`src/rtl/fpq_pkg.sv`:
```
package fpq_pkg;
   typedef enum logic [2:0] {
      CL_FPOP  = 3'd0,
      CL_FLD   = 3'd1,
      CL_FBR   = 3'd2,
      CL_FST   = 3'd3,
      CL_LDFSR = 3'd4,
      CL_STFSR = 3'd5,
      CL_STQ   = 3'd6,
      CL_NONE  = 3'd7
   } fp_class_e;

   typedef enum logic [2:0] {
      TK_NONE  = 3'd0,
      TK_ILL   = 3'd1,
      TK_PRIV  = 3'd2,
      TK_FPDIS = 3'd3,
      TK_FPEXC = 3'd4
   } trap_kind_e;

   typedef enum logic [1:0] {
      FS_RUN  = 2'd0,
      FS_HELD = 2'd1,
      FS_RPT  = 2'd2
   } fpu_state_e;

   typedef struct packed {
      logic capture;   // faulting FPop recorded
      logic enqueue;   // deferred trap delivered, queue marked full
      logic seq_err;   // sequence error, fault type updated
      logic repend;    // back to fault-held state
      logic drain;     // queue stored and emptied
   } fpq_act_t;

   localparam logic [2:0] FTT_SEQ_ERR = 3'd4;
   localparam int QNE_POS = 13;
   localparam int FTT_LSB = 14;
endpackage

```
`src/rtl/fpq_decide.sv`:
```
module fpq_decide
   import fpq_pkg::*;
(
   input  logic       valid,
   input  fp_class_e  cls,
   input  logic       sup,
   input  logic       en,
   input  logic       illegal,
   input  logic       fault,
   input  fpu_state_e state,
   input  logic       qne,
   output trap_kind_e kind,
   output fpq_act_t   act
);
   always_comb begin
      kind = TK_NONE;
      act  = '0;
      if (valid) begin
         case (cls)
            CL_STQ: begin
               if (illegal)      kind = TK_ILL;
               else if (!sup)    kind = TK_PRIV;
               else if (!en)     kind = TK_FPDIS;
               else if (!qne) begin
                  kind        = TK_FPEXC;
                  act.seq_err = 1'b1;
               end else begin
                  act.drain   = 1'b1;
               end
            end
            CL_FST, CL_STFSR: begin
               if (!en) kind = TK_FPDIS;
            end
            CL_FPOP, CL_FLD, CL_FBR, CL_LDFSR: begin
               if (!en) kind = TK_FPDIS;
               else if (qne) begin
                  kind        = TK_FPEXC;
                  act.seq_err = 1'b1;
                  act.repend  = 1'b1;
               end else if (cls == CL_FPOP) begin
                  if (state == FS_HELD) begin
                     kind        = TK_FPEXC;
                     act.enqueue = 1'b1;
                  end else if (state == FS_RUN && fault) begin
                     act.capture = 1'b1;
                  end
               end
            end
            default: ;
         endcase
      end
   end
endmodule

```
`src/rtl/fpq_fsm.sv`:
```
module fpq_fsm
   import fpq_pkg::*;
#(
   parameter int FTT_W = 3
)(
   input  logic             clk,
   input  logic             rst_n,
   input  fpq_act_t         act,
   output fpu_state_e       state,
   output logic             qne,
   output logic [FTT_W-1:0] ftt
);
   always_ff @(posedge clk or negedge rst_n) begin
      if (!rst_n) begin
         state <= FS_RUN;
         qne   <= 1'b0;
         ftt   <= '0;
      end else begin
         if (act.capture) state <= FS_HELD;
         if (act.enqueue) begin
            state <= FS_RPT;
            qne   <= 1'b1;
         end
         if (act.seq_err) ftt   <= FTT_W'(FTT_SEQ_ERR);
         if (act.repend)  state <= FS_HELD;
         if (act.drain) begin
            qne   <= 1'b0;
            state <= FS_RUN;
         end
      end
   end
endmodule

```
`src/rtl/fpq_store.sv`:
```
module fpq_store #(
   parameter int ADDR_W = 32,
   parameter int WORD_W = 32
)(
   input  logic                clk,
   input  logic                rst_n,
   input  logic                load,
   input  logic [ADDR_W-1:0]   addr_in,
   input  logic [WORD_W-1:0]   word_in,
   output logic [2*WORD_W-1:0] entry
);
   logic [ADDR_W-1:0] addr_q;
   logic [WORD_W-1:0] word_q;

   always_ff @(posedge clk or negedge rst_n) begin
      if (!rst_n) begin
         addr_q <= '0;
         word_q <= '0;
      end else if (load) begin
         addr_q <= addr_in;
         word_q <= word_in;
      end
   end

   generate
      if (ADDR_W == WORD_W) begin : g_full
         assign entry = {addr_q, word_q};
      end else begin : g_pad
         assign entry = {{(WORD_W-ADDR_W){1'b0}}, addr_q, word_q};
      end
   endgenerate
endmodule

```
`src/rtl/fpq_trap_ctl.sv`:
```
module fpq_trap_ctl
   import fpq_pkg::*;
#(
   parameter int ADDR_W = 32,
   parameter int WORD_W = 32,
   parameter int STAT_W = 32
)(
   input  logic                clk,
   input  logic                rst_n,
   input  logic                insn_valid,
   input  logic [2:0]          insn_class,
   input  logic [ADDR_W-1:0]   insn_pc,
   input  logic [ADDR_W-1:0]   insn_npc,
   input  logic [WORD_W-1:0]   insn_word,
   input  logic                is_super,
   input  logic                fpu_en,
   input  logic                enc_illegal,
   input  logic                fp_fault,
   output logic                trap_req,
   output logic [2:0]          trap_kind,
   output logic [ADDR_W-1:0]   redir_pc,
   output logic [ADDR_W-1:0]   redir_npc,
   output logic [STAT_W-1:0]   fsr_status,
   output logic [2*WORD_W-1:0] q_word,
   output logic                q_wr_en
);
   localparam int FTT_W   = 3;
   localparam int STEP    = 4;
   localparam int STAT_HI = FTT_LSB + FTT_W - 1;

   generate
      if (ADDR_W < 3 || ADDR_W > WORD_W) begin : g_bad_addr
         $error("fpq_trap_ctl: ADDR_W must lie in 3..WORD_W");
      end
      if (STAT_W <= STAT_HI) begin : g_bad_stat
         $error("fpq_trap_ctl: STAT_W too narrow for the fault-type field");
      end
   endgenerate

   fpu_state_e       state;
   logic             qne;
   logic [FTT_W-1:0] ftt;
   trap_kind_e       kind;
   fpq_act_t         act;

   fpq_decide u_decide (
      .valid   (insn_valid),
      .cls     (fp_class_e'(insn_class)),
      .sup     (is_super),
      .en      (fpu_en),
      .illegal (enc_illegal),
      .fault   (fp_fault),
      .state   (state),
      .qne     (qne),
      .kind    (kind),
      .act     (act)
   );

   fpq_fsm #(.FTT_W(FTT_W)) u_fsm (
      .clk   (clk),
      .rst_n (rst_n),
      .act   (act),
      .state (state),
      .qne   (qne),
      .ftt   (ftt)
   );

   fpq_store #(.ADDR_W(ADDR_W), .WORD_W(WORD_W)) u_store (
      .clk     (clk),
      .rst_n   (rst_n),
      .load    (act.capture),
      .addr_in (insn_pc),
      .word_in (insn_word),
      .entry   (q_word)
   );

   always_comb begin
      fsr_status                  = '0;
      fsr_status[QNE_POS]         = qne;
      fsr_status[STAT_HI:FTT_LSB] = ftt;
   end

   assign trap_kind = kind;
   assign trap_req  = (kind != TK_NONE);
   assign q_wr_en   = act.drain;
   assign redir_pc  = insn_npc;
   assign redir_npc = insn_npc + ADDR_W'(STEP);
endmodule

```
`config.mk`:
```
export PLATFORM = sky130hd
export DESIGN_NAME = fpq_trap_ctl
export DESIGN_NICKNAME = d
export VERILOG_FILES = /design/src/rtl/fpq_pkg.sv /design/src/rtl/fpq_decide.sv /design/src/rtl/fpq_fsm.sv /design/src/rtl/fpq_store.sv /design/src/rtl/fpq_trap_ctl.sv
export SDC_FILE = /design/constraint.sdc
export NUM_CORES = 1
export LEC_CHECK = 0
export BUFFER_PORTS_ARGS = -buffer_cell sky130_fd_sc_hd__buf_2
export CAP_MARGIN = 20
export CORE_MARGIN = 2
export CORE_UTILIZATION = 38
export DETAILED_ROUTE_END_ITERATION = 6
export MAX_ROUTING_LAYER = met4
export PLACE_DENSITY = 0.77
export SYNTH_ARGS = -nofsm -noshare
export SYNTH_HDL_FRONTEND = slang
export SYNTH_HIERARCHICAL = 1
export SYNTH_SLANG_ARGS = --single-unit
```
`constraint.sdc`:
```
create_clock -name clk -period 1.95 [get_ports clk]
set_input_delay 0.39 -clock clk [delete_from_list [all_inputs] [get_ports clk]]
set_output_delay 0.39 -clock clk [all_outputs]
set_load 0.01 [all_outputs]
```
==> impl_metrics.csv, run 1 <==
group,metric,value,unit
cts,clock_tree_from_tritoncts,"done",
setup_path,slowest_delay,430,ps
setup_path,critical_path.endpoint_type,"flip-flop",
routing,firstDrtPassIters,4,
setup_path,timing.critical_path.arrival,2300,ps
global_routing,antenna_found_initial,0,
cts,cts-htree-levels,3,
synth,synth_top_cell_by_area,"sky130_fd_sc_hd__dfrtp_1",
global_routing,first_global_vias,3249,
global_routing,grt-ovfl-total,0,
synth,synth.cell_area,4040,um2
setup_path,path_buf_inv,2,
synth,ys_warns,6,
cells_and_area,layout_cells_sized_above_1,0.706,
synth,synth_top_cell_area_share,0.421,
routing,drt_iter0_markers,121,
setup_path,cp_top_family,"simple AND/OR/NAND/NOR gates",
cells_and_area,synthesis_to_finish_area_growth,48.1,%
cts,clock_insertion_delay_worst_skew,340,ps
cells_and_area,final_cell_mix,"sky130_fd_sc_hd__buf_2 (222), sky130_fd_sc_hd__dfrtp_1 (68), sky130_fd_sc_hd__mux2_4 (60)",
status,status,"finished with violations",
cells_and_area,fillCellCount,813,
placement,placedInstanceArea,5180,um2
cells_and_area,area.sequential,1700,um2
sta,setup_ws,-118,ps
setup_path,critical-path-slowest-cell,"sky130_fd_sc_hd__or4_4",
cells_and_area,final_nets,681,
placement,dp_hpwl,7900,um
floorplanning,placementRows,37,
floorplanning,die_y,107,um
job,max_cap_violations,0,
min_path,timing.hold.worst.class,"in2async",
sta,period_share,1.06,
setup_path,critical_path_cell_count,6,
cts,cts_made_buffers,9,
cells_and_area,antennaDiodeCount,0,
setup_path,worst-endpoint-required,2190,ps
floorplanning,number_of_top_level_pins,271,
routing,route.final.wire_length,11300,um
global_routing,grtUsageTotal,0.185,
global_routing,grt_start_max_net_pins,69,
sta,finalMaxSlewViolations,0,
synth,synth.avg_cell_area,12.7,um2
floorplanning,die_area,11500,um2
floorplanning,placeable_core_region,10300,um2
routing,ant_nets,0,
sta,setup_viol,38,
placement,globalplace.congestion,0.879,
synth,yosys-top-cells-area,"sky130_fd_sc_hd__dfrtp_1 (42%), sky130_fd_sc_hd__mux2_4 (22%), sky130_fd_sc_hd__buf_4 (12%)",
cts,clock_slew_at_the_register_clock_pins_of_the_worst_setup_and_hold_paths,80,ps
setup_path,worst_setup_path_start_kind,"flip-flop",
synth,synth_cell_types,43,
status,failed_checks,"negative setup slack",
cells_and_area,multiInputGateArea,2020,um2
synth,synth.ff_latch_count,68,
synth,synth_seq_area_share,0.421,
cts,cts.hold.buffers_added,0,
sta,max_clock_freq,483,MHz
setup_path,path_cells,"or4_4 -> nor2_2 -> and4b_4 -> buf_6 -> bufbuf_16 -> mux2_4",
setup_path,rr_worst_depth,6,
floorplanning,horizontal_extent_of_the_die,107,um
power_and_ir_drop,max-vdd-ir-drop,0.000455,V
sta,tns,-1320,ps
synth,synthesis.instances,317,
cts,clock_tree.root_cell,"sky130_fd_sc_hd__clkbuf_8",
sta,min_period,2070,ps
placement,number_of_port_buffers,234,
routing,routedWlPerCell,15.8,um
routing,drc,0,
routing,route.vias.total,3284,
cts,clock_tree.buffer_depth,2,
setup_path,timing_worst_setup_path_type,"reg2reg",
cells_and_area,design_area,5980,um2
global_routing,grt_pass1_wl,16200,um
placement,place_worst_setup_slack,-231,ps
power_and_ir_drop,leakagePower,3.25,nW
setup_path,critPathMaxFanout,8,
cells_and_area,mostFrequentLayoutCell,"sky130_fd_sc_hd__buf_2",
sta,clock_skew,10.4,ps
sta,rsz0062_at_grt,"yes",
power_and_ir_drop,cellPowerDensity,820,nW/um2
cts,cts.sinks,68,
floorplanning,start_util,0.391,
routing,vias_per_cell,4.59,
sta,final_hold_viol_count,0,
-- per-layer routing --
metal / track usage / up-vias / wire, um
met5: - / - / 0
li1: - / 1504 / -
met3: 0.0438 / 27 / 883
met4: 0.0705 / 0 / 248
met1: 0.208 / 1570 / 4290
met2: 0.319 / 183 / 5860
-- sequential cells by signal (all words and copies together) (netlist names) --
signal and flops:
u_store/addr_q 32, u_fsm/ftt 1, u_store/word_q 32, u_fsm/qne 1, u_fsm/state 2
-- cell type report --
type,instances,area share
clock buffer,9,0.0207
clock inverter,7,0.0165
inverter,7,0.00439
multi-input combinational,198,0.338
sequential,68,0.284
tap,136,0.0284
timing repair buffer,290,0.308
-- what timing repair did --
item	4_1_cts	5_1_grt
gates cloned	2	2
setup buffers	10	7
setup endpoints to repair	87	85
gates resized for setup	38	48
pin swaps	18	31
-- report_power, final --
part	switching [W]	internal [W]
Clock	0.000564	0.000726
Sequential	0.000218	0.00177
Combinational	0.000720	0.000902
-- through the flow --
| step | utilization | power [W] | cells | hold slack, ps |
|---|---|---|---|---|
| floorplan | - | 0.00291 | 345 | 94.4 |
| global placement | 0.502 | 0.00350 | 679 | 428 |
| detailed placement | 0.502 | 0.00355 | 679 | 443 |
| CTS | 0.551 | 0.00494 | 707 | 54.4 |
| global route | 0.579 | 0.00519 | 715 | 68.0 |
| finish | 0.579 | 0.00490 | 715 | 63.8 |
-- kinds of logic (layout without fill, tap and decap cells) --
kind of cell,Yosys count,after routing,synth area share
AND/OR/NAND/NOR,64,64,0.0985
flip-flops,68,68,0.421
buffers and inverters,79,313,0.160
XOR/XNOR,28,28,0.0607
AO/OA/AOI/OAI,10,10,0.0183
other,2,30,0.00186
adder cells (fa/ha/maj),2,2,0.00557
multiplexers,64,64,0.234
-- final timing paths --
check                                            from                             end  slack (ps)
max reg2reg                u_fsm/state[1]$_DFFE_PN0P_  u_store/word_q[14]$_DFFE_PN0P_        -120
max                        u_fsm/state[1]$_DFFE_PN0P_  u_store/word_q[14]$_DFFE_PN0P_        -120
max in group asynchronous                       rst_n   u_store/word_q[7]$_DFFE_PN0P_        1600
min reg2reg                  u_fsm/ftt[2]$_DFFE_PN0P_        u_fsm/ftt[2]$_DFFE_PN0P_         500
min in group clk                        insn_word[19]  u_store/word_q[19]$_DFFE_PN0P_         270
min                                             rst_n  u_store/addr_q[12]$_DFFE_PN0P_          60
-- synth_stat cells (all sizes together) --
library cell,number
nand2b,1
nor3,3
and3,4
o21bai,1
and4b,1
or2,1
a31oi,1
buf,72
nor2b,1
a21oi,1
nor3b,1
xnor2,18
conb,2
or3,1
dfrtp,68
inv,7
o21ai,2
nand3,15
maj3,1
a21o,1
and4,1
xor2,10
nor2,14
and2b,1
ha,1
and2,1
o211a,1
nand4,9
o21a,2
nand2,6
nor4,3
or4,1
mux2,64
a22o,1
Note: power is estimated with default switching activity, not from simulation.
==> run 2, diff against run 1 <==
TNS_END_PERCENT = 1   (was default)
==> run 2 against run 1 <==
  * Combinational power fell by 3%
  * Die area stayed put
  * Global-route usage is 0.81 points lower
  * Clock power about the same
  * Sequential share of layout area increased by 2.4 points
  * Sequential power about the same
  * Utilization fell by 4.6 points
  * Critical path depth is 1 lower
  * Total power shrank 1.1%
  * The run still ends with negative setup slack left
  * Cell count fell by 2.7%
  * Flip-flop and latch count unchanged
==> impl_metrics.csv, run 2 (synthesis gave the netlist of run 1 again) <==
group,metric,value,unit
setup_path,timing_worst_setup_path_type,"reg2out",
global_routing,grt_start_max_net_pins,69,
floorplanning,placementRows,37,
setup_path,cp_top_family,"simple AND/OR/NAND/NOR gates",
placement,dp_hpwl,7900,um
min_path,timing.hold.worst.class,"in2async",
status,failed_checks,"negative setup slack",
power_and_ir_drop,cellPowerDensity,880,nW/um2
setup_path,path_buf_inv,1,
setup_path,path_cells,"or4_4 -> o21ai_2 -> a22o_1 -> or3_1 -> buf_2",
global_routing,grt-ovfl-total,0,
cells_and_area,design_area,5510,um2
setup_path,critical_path.endpoint_type,"primary output",
placement,number_of_port_buffers,234,
cts,clock_tree.root_cell,"sky130_fd_sc_hd__clkbuf_8",
power_and_ir_drop,leakagePower,3.03,nW
cells_and_area,final_util,0.534,
sta,finalMaxSlewViolations,0,
floorplanning,placeable_core_region,10300,um2
cells_and_area,final_nets,662,
setup_path,timing.critical_path.arrival,1670,ps
sta,rsz0062_at_grt,"yes",
cells_and_area,reg.largest.list,"u_store/addr_q: 32 flops, u_store/word_q: 32 flops, u_fsm/state: 2 flops",
cts,cts_made_buffers,9,
cts,clock_tree_from_tritoncts,"done",
floorplanning,die_y,107,um
routing,firstDrtPassIters,4,
setup_path,slowest_delay,430,ps
cts,cts-htree-levels,3,
sta,period_share,1.06,
routing,route.vias.total,3166,
job,max_cap_violations,0,
floorplanning,number_of_top_level_pins,271,
cells_and_area,final_cell_mix,"sky130_fd_sc_hd__buf_2 (227), sky130_fd_sc_hd__dfrtp_1 (68), sky130_fd_sc_hd__mux2_4 (60)",
sta,setup_ws,-109,ps
cts,clock_insertion_delay_worst_skew,340,ps
floorplanning,die_area,11500,um2
global_routing,first_global_vias,3134,
routing,routedWlPerCell,14.8,um
sta,min_period,2060,ps
setup_path,worst_setup_path_start_kind,"flip-flop",
power_and_ir_drop,max-vdd-ir-drop,0.000457,V
routing,route.final.wire_length,10300,um
global_routing,antenna_found_initial,0,
status,status,"finished with violations",
global_routing,grtUsageTotal,0.177,
global_routing,grt_pass1_wl,15500,um
placement,placedInstanceArea,5180,um2
sta,final_hold_viol_count,0,
floorplanning,horizontal_extent_of_the_die,107,um
cells_and_area,antennaDiodeCount,0,
cts,clock_tree.buffer_depth,2,
sta,setup_viol,32,
cells_and_area,mostFrequentLayoutCell,"sky130_fd_sc_hd__buf_2",
setup_path,worst-endpoint-required,1560,ps
routing,ant_nets,0,
routing,drc,0,
routing,drt_iter0_markers,143,
cells_and_area,fillCellCount,867,
setup_path,critical-path-slowest-cell,"sky130_fd_sc_hd__or4_4",
sta,max_clock_freq,486,MHz
cells_and_area,layout_cells_sized_above_1,0.659,
cts,clock_slew_at_the_register_clock_pins_of_the_worst_setup_and_hold_paths,80,ps
cells_and_area,synthesis_to_finish_area_growth,36.4,%
placement,globalplace.congestion,0.879,
floorplanning,start_util,0.391,
sta,clock_skew,10.5,ps
routing,vias_per_cell,4.55,
setup_path,critPathMaxFanout,2,
cts,cts.sinks,68,
==> run 2: changes by cell type in the layout (fill, tap and decap cells not counted), moves of 4 or more <==
cell and delta:
sky130_fd_sc_hd__xnor2_2 -4, sky130_fd_sc_hd__buf_2 +5, sky130_fd_sc_hd__xnor2_1 +4, sky130_fd_sc_hd__nand3_2 -5
sky130_fd_sc_hd__nor2_4 -4, sky130_fd_sc_hd__nand3_1 +8, sky130_fd_sc_hd__buf_6 -16
==> run 2: final timing paths <==
check	from	end	slack [ps]	cells after the start
max	u_fsm/state[1]$_DFFE_PN0P_	trap_req	-110	5
min	rst_n	u_store/addr_q[12]$_DFFE_PN0P_	60	2
max reg2reg	u_fsm/state[1]$_DFFE_PN0P_	u_store/word_q[24]$_DFFE_PN0P_	-30	5
min reg2reg	u_fsm/ftt[2]$_DFFE_PN0P_	u_fsm/ftt[2]$_DFFE_PN0P_	500	1
max in group asynchronous	rst_n	u_store/word_q[23]$_DFFE_PN0P_	1610	2
min in group clk	insn_word[19]	u_store/word_q[19]$_DFFE_PN0P_	270	2
==> run 2: layout make-up <==
| class | count | area, um2 | area share |
|---|---|---|---|
| Sequential cell | 68 | 1700 | 0.309 |
| Clock buffer | 9 | 124 | 0.0225 |
| Multi-Input combinational cell | 198 | 1860 | 0.337 |
| Inverter | 7 | 26.3 | 0.00477 |
| Timing Repair Buffer | 271 | 1530 | 0.278 |
| Tap cell | 136 | 170 | 0.0309 |
| Clock inverter | 7 | 98.8 | 0.0179 |
==> run 2: worst register-to-register path, cell delays in order (launching register included) <==
cell	delay [ps]
sky130_fd_sc_hd__dfrtp_1	390
sky130_fd_sc_hd__or4_4	430
sky130_fd_sc_hd__nor2_2	110
sky130_fd_sc_hd__and4b_4	330
sky130_fd_sc_hd__buf_12	250
sky130_fd_sc_hd__mux2_4	340
==> run 2: layer usage <==
layer | GRT usage | part of all wire
met5 | - | 0
met4 | 0.0603 | 0.015
met3 | 0.0407 | 0.076
met2 | 0.306 | 0.51
met1 | 0.203 | 0.39
==> run 2: repair_timing <==
item / 4_1_cts / 5_1_grt
resized for setup: 12 / 10
endpoints found under the setup margin: 87 / 75
hold buffers: 0 / 0
hold endpoints to repair: 0 / 0
pin swaps: 4 / 2
buffers inserted: 1 / 0
cloned: 0 / 0
==> run 2: stage by stage <==
stage	setup slack, ps	total power [W]	hold slack (ps)	setup TNS, ps	std cells
final	-109	0.00485	63.6	-496	696
after global routing	-215	0.00513	68.0	-3540	696
after CTS	-146	0.00491	54.4	-1100	696
after detailed placement	-231	0.00355	443	-14320	679
after global placement	-208	0.00350	428	-12900	679
after floorplan	-41.8	0.00291	94.4	-2510	345
==> run 2: where the power goes <==
| group | switching (W) | leakage [nW] | internal [W] |
|---|---|---|---|
| logic | 0.000697 | 2.03 | 0.000871 |
| clock network | 0.000564 | 0.110 | 0.000726 |
| registers | 0.000217 | 0.896 | 0.00177 |
==> run 3, diff against run 2 <==
==> constraint.sdc (replaced) <==
create_clock -name clk -period 1.95 [get_ports clk]
set_input_delay 0.4875 -clock clk [delete_from_list [all_inputs] [get_ports clk]]
set_output_delay 0.4875 -clock clk [all_outputs]
set_load 0.01 [all_outputs]
==> run 3 against run 2 <==
  * The run still ends with negative setup slack left
  * Clock power about the same
  * Cell area increased by 3.8%
  * Critical endpoint unchanged
  * Via count increased by 2.2%
  * Utilization increased by 2.0 points
  * Fmax decreased by 5.2%
  * Hold slack improved by 96 ps
==> impl_metrics.csv, run 3 (synthesis gave the netlist of run 1 again) <==
group,metric,value,unit
status,status,"finished with violations",
status,failed_checks,"negative setup slack",
cells_and_area,final_nets,678,
power_and_ir_drop,leakagePower,3.16,nW
cells_and_area,final_util,0.554,
cells_and_area,antennaDiodeCount,0,
cells_and_area,synthesis_to_finish_area_growth,41.6,%
setup_path,r2r_end,"u_store/addr_q[29]$_DFFE_PN0P_",
placement,dp_hpwl,7930,um
routing,route.vias.total,3237,
setup_path,worst_setup_path_start_kind,"input port",
routing,route.final.wire_length,10400,um
floorplanning,die_y,107,um
setup_path,endpoint,"trap_req",
cts,cts_made_buffers,9,
cts,clock_insertion_delay_worst_skew,340,ps
cells_and_area,design_area,5720,um2
cts,clock_tree.buffer_depth,2,
cells_and_area,reg.largest.list,"u_store/addr_q: 32 flops, u_store/word_q: 32 flops, u_fsm/state: 2 flops",
sta,clock_skew,11.1,ps
cts,clock_tree_from_tritoncts,"done",
global_routing,first_global_vias,3191,
global_routing,grt_start_max_net_pins,69,
job,max_cap_violations,0,
cells_and_area,multiInputGateArea,1910,um2
setup_path,timing_worst_setup_path_type,"in2out",
power_and_ir_drop,cellPowerDensity,858,nW/um2
sta,rsz0062_at_grt,"yes",
setup_path,slowest_delay,360,ps
routing,drc,0,
routing,firstDrtPassIters,4,
floorplanning,placementRows,37,
cells_and_area,final_cell_mix,"sky130_fd_sc_hd__buf_2 (222), sky130_fd_sc_hd__dfrtp_1 (68), sky130_fd_sc_hd__mux2_4 (61)",
setup_path,cp_top_family,"simple AND/OR/NAND/NOR gates",
cts,cts-htree-levels,3,
cells_and_area,area.sequential,1700,um2
routing,ant_nets,0,
setup_path,most_prevalent_standard_cell_on_the_critical_path,"sky130_fd_sc_hd__buf_2",
setup_path,startpoint,"insn_class[0]",
cts,clock_slew_at_the_register_clock_pins_of_the_worst_setup_and_hold_paths,80,ps
routing,vias_per_cell,4.55,
sta,setup_ws,-221,ps
placement,placedInstanceArea,5250,um2
setup_path,timing.critical_path.arrival,1680,ps
global_routing,antenna_found_initial,0,
cells_and_area,mostFrequentLayoutCell,"sky130_fd_sc_hd__buf_2",
setup_path,critical_path_cell_count,7,
min_path,timing.hold.worst.class,"in2async",
sta,final_hold_viol_count,0,
routing,drt_iter0_markers,101,
cts,cts.hold.buffers_added,0,
global_routing,grt-ovfl-total,0,
placement,globalplace.congestion,0.842,
setup_path,critPathMaxFanout,4,
floorplanning,die_area,11500,um2
setup_path,path_cells,"buf_2 -> buf_4 -> nand2b_1 -> a31oi_1 -> o21a_1 -> or3_1 -> buf_2",
sta,tns,-7440,ps
setup_path,worstReg2RegStart,"u_fsm/state[1]$_DFFE_PN0P_",
setup_path,rr_worst_depth,6,
floorplanning,number_of_top_level_pins,271,
floorplanning,start_util,0.391,
setup_path,r2r_setup_slack,-110,ps
sta,timing.hold.ws,160,ps
global_routing,grt_pass1_wl,15600,um
setup_path,critical_path.endpoint_type,"primary output",
setup_path,critical-path-slowest-cell,"sky130_fd_sc_hd__or3_1",
global_routing,grtUsageTotal,0.177,
cells_and_area,layout_cells_sized_above_1,0.674,
setup_path,worst-endpoint-required,1460,ps
cts,cts.sinks,68,
sta,finalMaxSlewViolations,0,
placement,place_worst_setup_slack,-388,ps
sta,min_period,2170,ps
sta,max_clock_freq,461,MHz
cts,clock_tree.root_cell,"sky130_fd_sc_hd__clkbuf_8",
sta,period_share,1.11,
floorplanning,horizontal_extent_of_the_die,107,um
cells_and_area,fillCellCount,829,
power_and_ir_drop,max-vdd-ir-drop,0.000556,V
setup_path,path_buf_inv,3,
placement,number_of_port_buffers,234,
sta,setup_viol,88,
floorplanning,placeable_core_region,10300,um2
routing,routedWlPerCell,14.6,um
[run 3: worst min-delay path by stage]
stage	from	to	slack, ps	cells after the start
2_1_floorplan	rst_n	u_fsm/ftt[2]$_DFFE_PN0P_	190	0
3_3_place_gp	u_fsm/ftt[2]$_DFFE_PN0P_	u_fsm/ftt[2]$_DFFE_PN0P_	450	1
3_5_place_dp	u_fsm/ftt[2]$_DFFE_PN0P_	u_fsm/ftt[2]$_DFFE_PN0P_	470	1
4_1_cts	rst_n	u_store/word_q[14]$_DFFE_PN0P_	160	2
5_1_grt	rst_n	u_store/addr_q[2]$_DFFE_PN0P_	170	2
6_report	rst_n	u_store/addr_q[2]$_DFFE_PN0P_	160	2
[run 3: layout make-up]
cell class	count	area share
Timing Repair Buffer	287	0.295
Multi-Input combinational cell	198	0.334
Tap cell	136	0.0297
Clock inverter	7	0.0173
Sequential cell	68	0.297
Inverter	7	0.00459
Clock buffer	9	0.0216
[run 3: timing repair]
action,4_1_cts,5_1_grt
pin swaps,17,9
endpoints found under the setup margin,93,95
setup buffers,5,2
resized for setup,37,11
[run 3: stage by stage]
stage | std cells | total power [W]
2_1_floorplan | 345 | 0.00291
3_3_place_gp | 689 | 0.00353
3_5_place_dp | 689 | 0.00358
4_1_cts | 710 | 0.00494
5_1_grt | 712 | 0.00517
6_report | 712 | 0.00491
[run 3: routing by layer]
metal	GRT usage	part of all wire	wire, um
met4	0.0603	0.013	131
met2	0.300	0.51	5240
met5	-	0	0
met3	0.0432	0.084	868
met1	0.205	0.40	4120
[run 3: power breakdown]
part	switching [W]	total, W	internal [W]	leakage (nW)
logic	0.000726	0.00164	0.000917	2.16
registers	0.000205	0.00198	0.00177	0.896
clock network	0.000562	0.00129	0.000726	0.110
total	0.00149	0.00491	0.00341	3.16
